**src/rtl/mbox_pkg.sv**
```systemverilog
package mbox_pkg;
  typedef enum logic [3:0] {
    S_IDLE, S_GRAB, S_PARK, S_RD_CMD, S_RD_PAR, S_RD_PAY, S_EXEC,
    S_WR_PAY, S_WR_RET, S_UNDRIVE, S_BE_UP, S_RDY_OFF, S_IRQ
  } seq_state_e;

  typedef enum logic [1:0] {E_IDLE, E_STB, E_GAP} eng_state_e;
endpackage

```
**src/rtl/mbox_access_engine.sv**
```systemverilog
module mbox_access_engine
  import mbox_pkg::*;
#(
  parameter int ADDR_W     = 8,
  parameter int DATA_W     = 8,
  parameter int STROBE_CYC = 2
) (
  input  logic              clk_i,
  input  logic              rst_ni,
  input  logic              go_i,
  input  logic              we_i,
  input  logic [ADDR_W-1:0] addr_i,
  input  logic [DATA_W-1:0] wdata_i,
  input  logic [DATA_W-1:0] data_i,
  output logic [ADDR_W-1:0] addr_o,
  output logic [DATA_W-1:0] data_o,
  output logic              rd_o,
  output logic              wr_o,
  output logic              data_oe_o,
  output logic              done_o,
  output logic [DATA_W-1:0] rdata_o
);
  localparam int CNT_W = $clog2(STROBE_CYC + 1);

  eng_state_e        st_q;
  logic [CNT_W-1:0]  cnt_q;
  logic              we_q;
  logic [ADDR_W-1:0] addr_q;
  logic [DATA_W-1:0] wdata_q, rdata_q;

  always_ff @(posedge clk_i or negedge rst_ni) begin
    if (!rst_ni) begin
      st_q    <= E_IDLE;
      cnt_q   <= '0;
      we_q    <= 1'b0;
      addr_q  <= '0;
      wdata_q <= '0;
      rdata_q <= '0;
    end else begin
      case (st_q)
        E_IDLE: if (go_i) begin
          st_q    <= E_STB;
          cnt_q   <= CNT_W'(STROBE_CYC - 1);
          we_q    <= we_i;
          addr_q  <= addr_i;
          wdata_q <= wdata_i;
        end
        E_STB: if (cnt_q == '0) begin
          st_q <= E_GAP;
          if (!we_q) rdata_q <= data_i;  // sample at end of strobe
        end else begin
          cnt_q <= cnt_q - 1'b1;
        end
        default: st_q <= E_IDLE;
      endcase
    end
  end

  assign addr_o    = addr_q;
  assign data_o    = wdata_q;
  assign rd_o      = (st_q == E_STB) && !we_q;
  assign wr_o      = (st_q == E_STB) && we_q;
  assign data_oe_o = (st_q != E_IDLE) && we_q;  // hold data through gap
  assign done_o    = (st_q == E_GAP);
  assign rdata_o   = rdata_q;
endmodule

```
**src/rtl/mbox_irq_pulse.sv**
```systemverilog
module mbox_irq_pulse #(
  parameter int IRQ_CYC = 4
) (
  input  logic clk_i,
  input  logic rst_ni,
  input  logic start_i,
  output logic irq_o
);
  localparam int CNT_W = $clog2(IRQ_CYC + 1);

  logic             irq_q;
  logic [CNT_W-1:0] cnt_q;

  always_ff @(posedge clk_i or negedge rst_ni) begin
    if (!rst_ni) begin
      irq_q <= 1'b0;
      cnt_q <= '0;
    end else if (start_i && !irq_q) begin
      irq_q <= 1'b1;
      cnt_q <= CNT_W'(IRQ_CYC - 1);
    end else if (irq_q) begin
      if (cnt_q == '0) irq_q <= 1'b0;
      else             cnt_q <= cnt_q - 1'b1;
    end
  end

  assign irq_o = irq_q;
endmodule

```
**src/rtl/mbox_bus_master.sv**
```systemverilog
module mbox_bus_master
  import mbox_pkg::*;
#(
  parameter int ADDR_W     = 8,
  parameter int DATA_W     = 8,
  parameter int PAY_MAX    = 128,
  parameter int PAY_BASE   = 0,
  parameter int CMD_ADDR   = 128,
  parameter int PARAM_ADDR = 129,
  parameter int RET_ADDR   = 130,
  parameter int STROBE_CYC = 2,
  parameter int IRQ_CYC    = 4,
  localparam int IDX_W     = $clog2(PAY_MAX + 1)
) (
  input  logic              clk_i,
  input  logic              rst_ni,
  input  logic              rdy_i,
  output logic              rdy_low_o,
  output logic              be_o,
  output logic              bus_oe_o,
  output logic [ADDR_W-1:0] addr_o,
  input  logic [DATA_W-1:0] data_i,
  output logic [DATA_W-1:0] data_o,
  output logic              data_oe_o,
  output logic              rd_o,
  output logic              wr_o,
  output logic              irq_o,
  output logic              pay_valid_o,
  output logic [IDX_W-1:0]  pay_idx_o,
  output logic [DATA_W-1:0] pay_data_o,
  output logic              exec_start_o,
  output logic [DATA_W-1:0] exec_cmd_o,
  output logic [DATA_W-1:0] exec_param_o,
  input  logic              exec_done_i,
  input  logic [DATA_W-1:0] res_len_i,
  input  logic [DATA_W-1:0] ret_code_i,
  output logic [IDX_W-1:0]  res_idx_o,
  input  logic [DATA_W-1:0] res_data_i
);
  function automatic logic [IDX_W-1:0] clamp_len(input logic [DATA_W-1:0] v);
    if (int'(v) > PAY_MAX) return IDX_W'(PAY_MAX);
    return IDX_W'(v);
  endfunction

  seq_state_e        st_q;
  logic [IDX_W-1:0]  idx_q, len_q;
  logic [DATA_W-1:0] cmd_q, par_q, ret_q;
  logic              start_q;

  logic              acc_go, acc_we, acc_done;
  logic [ADDR_W-1:0] acc_addr;
  logic [DATA_W-1:0] acc_wdata, acc_rdata;
  logic [IDX_W-1:0]  rd_len, wr_len;

  assign rd_len = clamp_len(acc_rdata);
  assign wr_len = clamp_len(res_len_i);

  always_comb begin
    acc_go    = 1'b0;
    acc_we    = 1'b0;
    acc_addr  = '0;
    acc_wdata = '0;
    case (st_q)
      S_RD_CMD: begin acc_go = 1'b1; acc_addr = ADDR_W'(CMD_ADDR); end
      S_RD_PAR: begin acc_go = 1'b1; acc_addr = ADDR_W'(PARAM_ADDR); end
      S_RD_PAY: begin acc_go = 1'b1; acc_addr = ADDR_W'(PAY_BASE) + ADDR_W'(idx_q); end
      S_WR_PAY: begin
        acc_go = 1'b1; acc_we = 1'b1;
        acc_addr = ADDR_W'(PAY_BASE) + ADDR_W'(idx_q);
        acc_wdata = res_data_i;
      end
      S_WR_RET: begin
        acc_go = 1'b1; acc_we = 1'b1;
        acc_addr = ADDR_W'(RET_ADDR); acc_wdata = ret_q;
      end
      default: ;
    endcase
  end

  always_ff @(posedge clk_i or negedge rst_ni) begin
    if (!rst_ni) begin
      st_q    <= S_IDLE;
      idx_q   <= '0;
      len_q   <= '0;
      cmd_q   <= '0;
      par_q   <= '0;
      ret_q   <= '0;
      start_q <= 1'b0;
    end else begin
      start_q <= 1'b0;
      case (st_q)
        S_IDLE:   if (!rdy_i) st_q <= S_GRAB;
        S_GRAB:   st_q <= S_PARK;
        S_PARK:   st_q <= S_RD_CMD;
        S_RD_CMD: if (acc_done) begin cmd_q <= acc_rdata; st_q <= S_RD_PAR; end
        S_RD_PAR: if (acc_done) begin
          par_q <= acc_rdata;
          len_q <= rd_len;
          idx_q <= '0;
          if (rd_len == '0) begin st_q <= S_EXEC; start_q <= 1'b1; end
          else st_q <= S_RD_PAY;
        end
        S_RD_PAY: if (acc_done) begin
          if (idx_q == len_q - 1'b1) begin st_q <= S_EXEC; start_q <= 1'b1; end
          else idx_q <= idx_q + 1'b1;
        end
        S_EXEC: if (exec_done_i && !start_q) begin
          ret_q <= ret_code_i;
          len_q <= wr_len;
          idx_q <= '0;
          st_q  <= (wr_len == '0) ? S_WR_RET : S_WR_PAY;
        end
        S_WR_PAY: if (acc_done) begin
          if (idx_q == len_q - 1'b1) st_q <= S_WR_RET;
          else idx_q <= idx_q + 1'b1;
        end
        S_WR_RET:  if (acc_done) st_q <= S_UNDRIVE;  // return code is the last write
        S_UNDRIVE: st_q <= S_BE_UP;
        S_BE_UP:   st_q <= S_RDY_OFF;
        S_RDY_OFF: st_q <= S_IRQ;
        S_IRQ:     if (!irq_o && rdy_i) st_q <= S_IDLE;  // rearm only after ready seen high
        default:   st_q <= S_IDLE;
      endcase
    end
  end

  mbox_access_engine #(
    .ADDR_W(ADDR_W), .DATA_W(DATA_W), .STROBE_CYC(STROBE_CYC)
  ) u_eng (
    .clk_i, .rst_ni,
    .go_i(acc_go), .we_i(acc_we), .addr_i(acc_addr), .wdata_i(acc_wdata),
    .data_i, .addr_o, .data_o, .rd_o, .wr_o, .data_oe_o,
    .done_o(acc_done), .rdata_o(acc_rdata)
  );

  mbox_irq_pulse #(.IRQ_CYC(IRQ_CYC)) u_irq (
    .clk_i, .rst_ni, .start_i(st_q == S_RDY_OFF), .irq_o
  );

  assign rdy_low_o    = st_q inside {S_GRAB, S_PARK, S_RD_CMD, S_RD_PAR, S_RD_PAY,
                                     S_EXEC, S_WR_PAY, S_WR_RET, S_UNDRIVE, S_BE_UP};
  assign be_o         = !(st_q inside {S_PARK, S_RD_CMD, S_RD_PAR, S_RD_PAY,
                                       S_EXEC, S_WR_PAY, S_WR_RET, S_UNDRIVE});
  assign bus_oe_o     = st_q inside {S_RD_CMD, S_RD_PAR, S_RD_PAY, S_EXEC,
                                     S_WR_PAY, S_WR_RET};
  assign pay_valid_o  = (st_q == S_RD_PAY) && acc_done;
  assign pay_idx_o    = idx_q;
  assign pay_data_o   = acc_rdata;
  assign exec_start_o = start_q;
  assign exec_cmd_o   = cmd_q;
  assign exec_param_o = par_q;
  assign res_idx_o    = idx_q;
endmodule

```
**config.mk**
```make
export PLATFORM = sky130hd
export DESIGN_NAME = mbox_bus_master
export DESIGN_NICKNAME = d
export VERILOG_FILES = /design/src/rtl/mbox_pkg.sv /design/src/rtl/mbox_access_engine.sv /design/src/rtl/mbox_irq_pulse.sv /design/src/rtl/mbox_bus_master.sv
export SDC_FILE = /design/constraint.sdc
export NUM_CORES = 1
export LEC_CHECK = 0
export BUFFER_PORTS_ARGS = -buffer_cell sky130_fd_sc_hd__buf_2
export CORE_ASPECT_RATIO = 2
export CORE_MARGIN = 2
export CORE_UTILIZATION = 30
export DETAILED_ROUTE_END_ITERATION = 8
export PLACE_DENSITY = 0.48
export REMOVE_ABC_BUFFERS = 1
export SLEW_MARGIN = 5
export SYNTH_ARGS = -nofsm -noshare
export SYNTH_HDL_FRONTEND = slang
export SYNTH_SLANG_ARGS = --single-unit
```
**constraint.sdc**
```tcl
create_clock -name clk_i -period 3.8 [get_ports clk_i]
set_clock_uncertainty 0.15 [all_clocks]
set_input_delay 0.95 -clock clk_i [delete_from_list [all_inputs] [get_ports clk_i]]
set_output_delay 0.95 -clock clk_i [all_outputs]
set_load 0.05 [all_outputs]
```
### Word level (Yosys, flattened, before mapping)

Index checks and enable logic that the tools add are counted.

| operators by class | value |
|---|---|
| magnitude comparators | 2 |
| divide/modulo/power cells | 0 |
| $mul | 0 |
| bitwise operators | 1 |
| mux-type cells | 47 |
| eq/ne operators | 31 |
| shift-type cells | 0 |
| $add $sub $neg | 4 |
| reductions and logical operators | 39 |

Operators with widths:

| operator | number |
|---|---|
| $mux 8 | 10 |
| $pmux 4 s13 | 1 |
| $mux 4 | 11 |
| $pmux 8 s2 | 2 |
| $pmux 8 s4 | 1 |
| $ne 2x2->1 const B | 13 |
| $pmux 8 s3 | 1 |
| $eq 4x4->1 const B | 5 |
| $eq 4x3->1 const B | 4 |
| $gt 8x8->1 const B | 2 |
| $logic_not 8->1 | 2 |
| $reduce_and 2->1 | 6 |
| $mux 1 | 11 |
| $reduce_and 10->1 | 1 |
| $reduce_bool 10->1 | 1 |
| $mux 3 | 3 |
| $reduce_and 3->1 | 3 |
| $add 8x1->8 const B | 1 |
| $eq 4x2->1 const B | 2 |
| $eq 8x8->1 | 1 |
| $mux 2 | 4 |
| $pmux 2 s2 | 2 |
| $reduce_bool 2->1 | 4 |
| $reduce_bool 8->1 | 1 |
| 19 further kinds | 32 |

| word-level totals | value |
|---|---|
| bits in read-only memories | 0 |
| output and inout bits | 65 |
| register bits after elaboration | 78 |
| memories | 0 |
| input bits | 36 |
| bits in latches | 0 |
| word-level logic and storage cells | 139 |
| RAM bits | 0 |

### Longest topological paths before layout

| logic depth | value |
|---|---|
| depth after elaboration | 7 |
| gate-level depth with buffers | 9 |
| gate-level depth less buffers | 8 |

### Hierarchy

A second synthesis with hierarchy kept.

| second synthesis, totals | value |
|---|---|
| cells, all modules | 381 |
| area total of the unflattened synthesis | 4185.3 µm² |

By module, submodules not included:

| module | cells each | area an instance (µm²) | seq. area each (µm²) | instances |
|---|---|---|---|---|
| mbox_bus_master | 285 | 2751.4 | 1126.1 | 1 |
| mbox_access_engine | 78 | 1221.2 | 725.7 | 1 |
| mbox_irq_pulse | 18 | 212.7 | 100.1 | 1 |

### Worst setup path before layout

No wires, ideal clock.

| timing | value |
|---|---|
| kind | flip-flop to output port |
| from | register st_q[0] |
| to | output pay_valid_o |
| buffers on the path | 2 |
| arrival | 2.391 ns |
| cell stages (with the launch flop) | 4 |
| data required time | 2.700 ns |
| setup slack | 0.309 ns |
| cells stage by stage | dfrtp_1 buf_2 clkbuf_1 nor4b_1 |

| between the ends | value |
|---|---|
| cells in the longest elaborated chain, start to end | 2 |

Ends and longest elaborated chain:

| item | line | RTL |
|---|---|---|
| from (decl) | mbox_bus_master.sv:45 | `seq_state_e st_q;` |
| from (signal assigned) | mbox_bus_master.sv:111 | `st_q <= (wr_len == '0) ? S_WR_RET : S_WR_PAY;` |
| $eq 4x3->1 | mbox_bus_master.sv:146 | `assign pay_valid_o = (st_q == S_RD_PAY) && acc_done;` |
| $logic_and 1x1->1 | mbox_bus_master.sv:146 |  |
| to (decl) | mbox_bus_master.sv:28 | `output logic pay_valid_o,` |

Every way passes these cells.

### Worst setup path in the final report

| timing | value |
|---|---|
| from | register st_q[3] |
| to | output pay_valid_o |

The elaborated chain is that of the path after synthesis.

==> summary.md <==
| Metric | Value |
|---|---|
| Yosys top cell area share | `around 50%` |
| Switching power | `2.61 mW` |
| Via-per-instance ratio | `5.15` |
| Storage cell area | `1950 sq um` |
| Timing startpoint of the critical path | `st_q[3]` |
| Syn Std Cell Area | `~4000 sq um` |
| Fill cell total of the finished layout | `1355` |
| Worst slack after detailed placement | `0.917 ns` |
| Combinational Power Share | `between 50% and 60%` |
| Utilization after layout | `between 30% and 40%` |
| Switching share of total power | `51.0%` |
| Setup violation total in the final timing report | `0` |
| Chip height | `167 um` |
| Number of placed I/O pins | `just over 100` |
| 1st-iter DRT viols | `~150` |
| Worst max-slew margin expressed relative to the limit | `32.1%` |
| Total of cells resized after clock tree synthesis | `0` |
| Total of flip-flops plus latches after synthesis | `between 70 and 80` |
| Average size of a mapped cell | `10.3 sq um` |
| Fin. max-slew vios | `0` |
| Area of the multi-input gates | `between 1500 and 2000 sq um` |
| Inserted Diodes | `0` |
| RD Place Congestion | `0.822` |
| Count of flip-flops with a built-in enable after synthesis | `0` |
| Clock buffer count from CTS | `9` |
| Worst slew pin tran | `1.02 ns` |
| H-tree Lvls | `3` |
| Setup tns final | `0 ns` |
| Biggest area contributors in the synthesized netlist | `dfrtp_1 (49%), mux2_2 (9.3%), nand2_1 (3.6%)` |
| Clock Pin Slew Worst Setup and Hold Paths | `0.06 ns` |
| Worst min path class | `reg -> reg` |
| Cells along the critical path | `inv_1 -> nand2_1 -> nor4b_1 -> buf_2` |
| Aggregate global routing overflow | `0` |
| Final Routed Wirelength | `roughly 11000 um` |
| Mean routed wirelength per cell | `approximately 18 um` |
| Result of the run | `completed` |
| Final antenna-violating net count | `0` |
| Data arrival, critical path | `between 2 and 2.5 ns` |
| Most repeated cell in the gate-level netlist after synthesis | `dfrtp_1` |
| Detailed-placement wirelength estimate | `between 8000 and 9000 um` |
| Cell with the largest stage delay on the worst path | `nor4b_1` |
| Final-layout worst hold slack | `0.338 ns` |
| Std-Cell Rows | `59` |
| Vias in the first global route | `3250` |
| Initial core utilization | `a little under a third` |
| Total track usage | `between 10% and 20%` |
| Number of nets in the final layout | `513` |
| DRC violation count after routing | `0` |
| Minimum clock period after layout | `3.18 ns` |
| Sort of element at the end of the critical path | `primary output` |
| Final Hold Vio Count | `0` |
| Total leakage power | `2.29 nW` |
| Number of max-capacitance violations reported | `0` |
| Instance area at placement | `4540 sq um` |
| Cell types with the highest counts after synthesis | `dfrtp_1 (78), nand2_1 (38), mux2_2 (33)` |
| Ratio of final minimum period to clock period | `about 84%` |
| Reg2reg path depth | `5` |
| Reg2Reg Setup Slack | `0.91 ns` |
| Crit path kind | `reg -> out` |
| Max Root-Sink Buffers | `2` |
| Pwr dens | `1060 nW/um^2` |
| Startpoint type of the worst setup path | `flip-flop` |
| CTS Hold Bufs | `0` |
| Internal power | `2.51 mW` |
| Core area | `approximately 13000 sq um` |
| Tot Pwr | `5.12 mW` |
| Clock tree root driver cell | `clkbuf_16` |
| Portion of the post-synthesis area used by sequential elements | `48.9%` |
| Post-Place Cells | `between 600 and 700` |
| Number of buffer cells added on primary ports | `100` |
| Delay of the slowest cell on the worst path | `0.52 ns` |
| Clock latency on the worst-skew pair | `around 0.34 ns` |
| TritonCTS clock tree | `yes` |
| Number of standard cells in the layout, taps in and fillers out | `629` |
| DR vias | `around 3200` |
| Sequential fraction of design power | `31.2%` |
| First-pass GRT wire length | `17500 um` |
| Antenna violations before repair | `0` |
| Number of cells produced by synthesis | `387` |
| Highest Clock Rate | `0.315 GHz` |
| Number of iterations in the first detailed-routing pass | `4` |
| Final instance area | `between 4000 and 5000 sq um` |
| Count of yosys warnings during synthesis | `0` |
| IR Drop Worst-Case VDD | `0.558 mV` |
| Buffers inserted by post-CTS timing repair | `0` |
| Worst endpoint required time | `2.70 ns` |
| Sinks on Clock Net | `around 80` |
| Setup repair after global routing missed its margin | `no` |
| Worst flop-to-flop path startpoint | `st_q[0]` |
| Leading register cell type out of synthesis | `dfrtp_1` |
| Die area | `14300 sq um` |
| Post-synthesis cell type with the largest combined area | `dfrtp_1` |
| Last element of the critical path | `pay_valid_o` |
| Final Worst Setup Slack | `around 0.62 ns` |
| Top fanout value on the critical path | `11` |
| Area growth from synthesis to final layout | `21.5%` |
| Proportion of synthesized flip-flops having asynchronous set or reset | `between 90% and 100%` |
| Ratio of cells with drive above 1 in the final layout | `33.1%` |
| Part of the power in the clock network | `17.2%` |
| Endpoint of the worst register-to-register path | `u_eng.addr_o[0]` |
| Die W | `85.6 um` |
| Largest net degree at the start of global routing | `~80` |
| Distinct cells, synth | `49` |
## power groups by stage
| stage | sequential (mW) | combinational [mW] | clock, mW |
|---|---|---|---|
| 2_1_floorplan | 2.27 | 1.28 | 0 |
| 3_3_place_gp | 1.60 | 2.63 | 0 |
| 3_5_place_dp | 1.62 | 2.66 | 0 |
| 4_1_cts | 1.60 | 2.67 | 0.903 |
| 5_1_grt | 1.67 | 2.85 | 0.937 |
| 6_report | 1.60 | 2.64 | 0.881 |
## sequential cells by signal, indices dropped and copies added (netlist names)
name	flops
exec_cmd_o	8
exec_param_o	8
exec_start_o	1
len_q	8
pay_idx_o	8
ret_q	8
st_q	4
u_eng.addr_o	8
u_eng.cnt_q	2
u_eng.data_o	8
u_eng.rdata_o	8
u_eng.st_q	2
u_eng.we_q	1
u_irq.cnt_q	3
u_irq.irq_o	1
## per-layer routing
layer	part of all wire, %	routed length [um]	up-vias	global-route usage, %
met3	3.1	350	13	2.66
met4	1.8	197	0	5.73
met5	0	0	-	0
met1	37	4100	1623	17.2
met2	58	6530	70	30.0
li1	-	-	1536	-
## worst max-delay path: cells and delay by family (launching register included)
kind	cells	cell delay [ns]
buffers and inverters	2	0.53
flip-flops	1	0.49
AND/OR/NAND/NOR	2	0.72
## worst min-delay path by stage
stage	startpoint	to	slack, ns	depth (start not counted)
6_report	u_eng.data_o[6]	u_eng.data_o[6]	0.34	2
5_1_grt	exec_param_o[4]	exec_param_o[4]	0.37	1
4_1_cts	u_eng.data_o[0]	u_eng.data_o[0]	0.35	2
3_5_place_dp	u_eng.data_o[1]	u_eng.data_o[1]	0.33	2
3_3_place_gp	u_eng.data_o[0]	u_eng.data_o[0]	0.32	2
2_1_floorplan	len_q[7]	len_q[7]	0.32	2
## final cells by class
cell class	instances	share of cell area (%)
flip-flops and latches	78	40.3
clock buffers	10	4.93
multi-input cells	270	38.0
well taps	152	3.92
repair buffers	101	10.5
inverters	12	0.929
clock inverters	6	1.45
## cell families after synthesis
group	share of synthesized area, %
DFF	48.9
buffers and inverters	4.95
AOI/OAI and AO/OA	14.4
muxes	10.1
xor gates and xnor gates	3.23
and+or+nand+nor	16.9
adders and majority gates	1.57
## placed cells by master, fill, tap and decap left out, drive strengths merged, types with 5 or more instances in the layout
| cell | instances |
|---|---|
| nor2 | 26 |
| mux2 | 33 |
| inv | 13 |
| clkbuf | 10 |
| buf | 101 |
| xnor2 | 9 |
| nand3 | 8 |
| o21ai | 30 |
| ha | 5 |
| dfrtp | 78 |
| a21oi | 17 |
| a22o | 5 |
| nor2b | 9 |
| a22oi | 13 |
| and2 | 6 |
| or3 | 7 |
| nor3 | 10 |
| nand2 | 38 |
(Power assumes the default switching activity.)
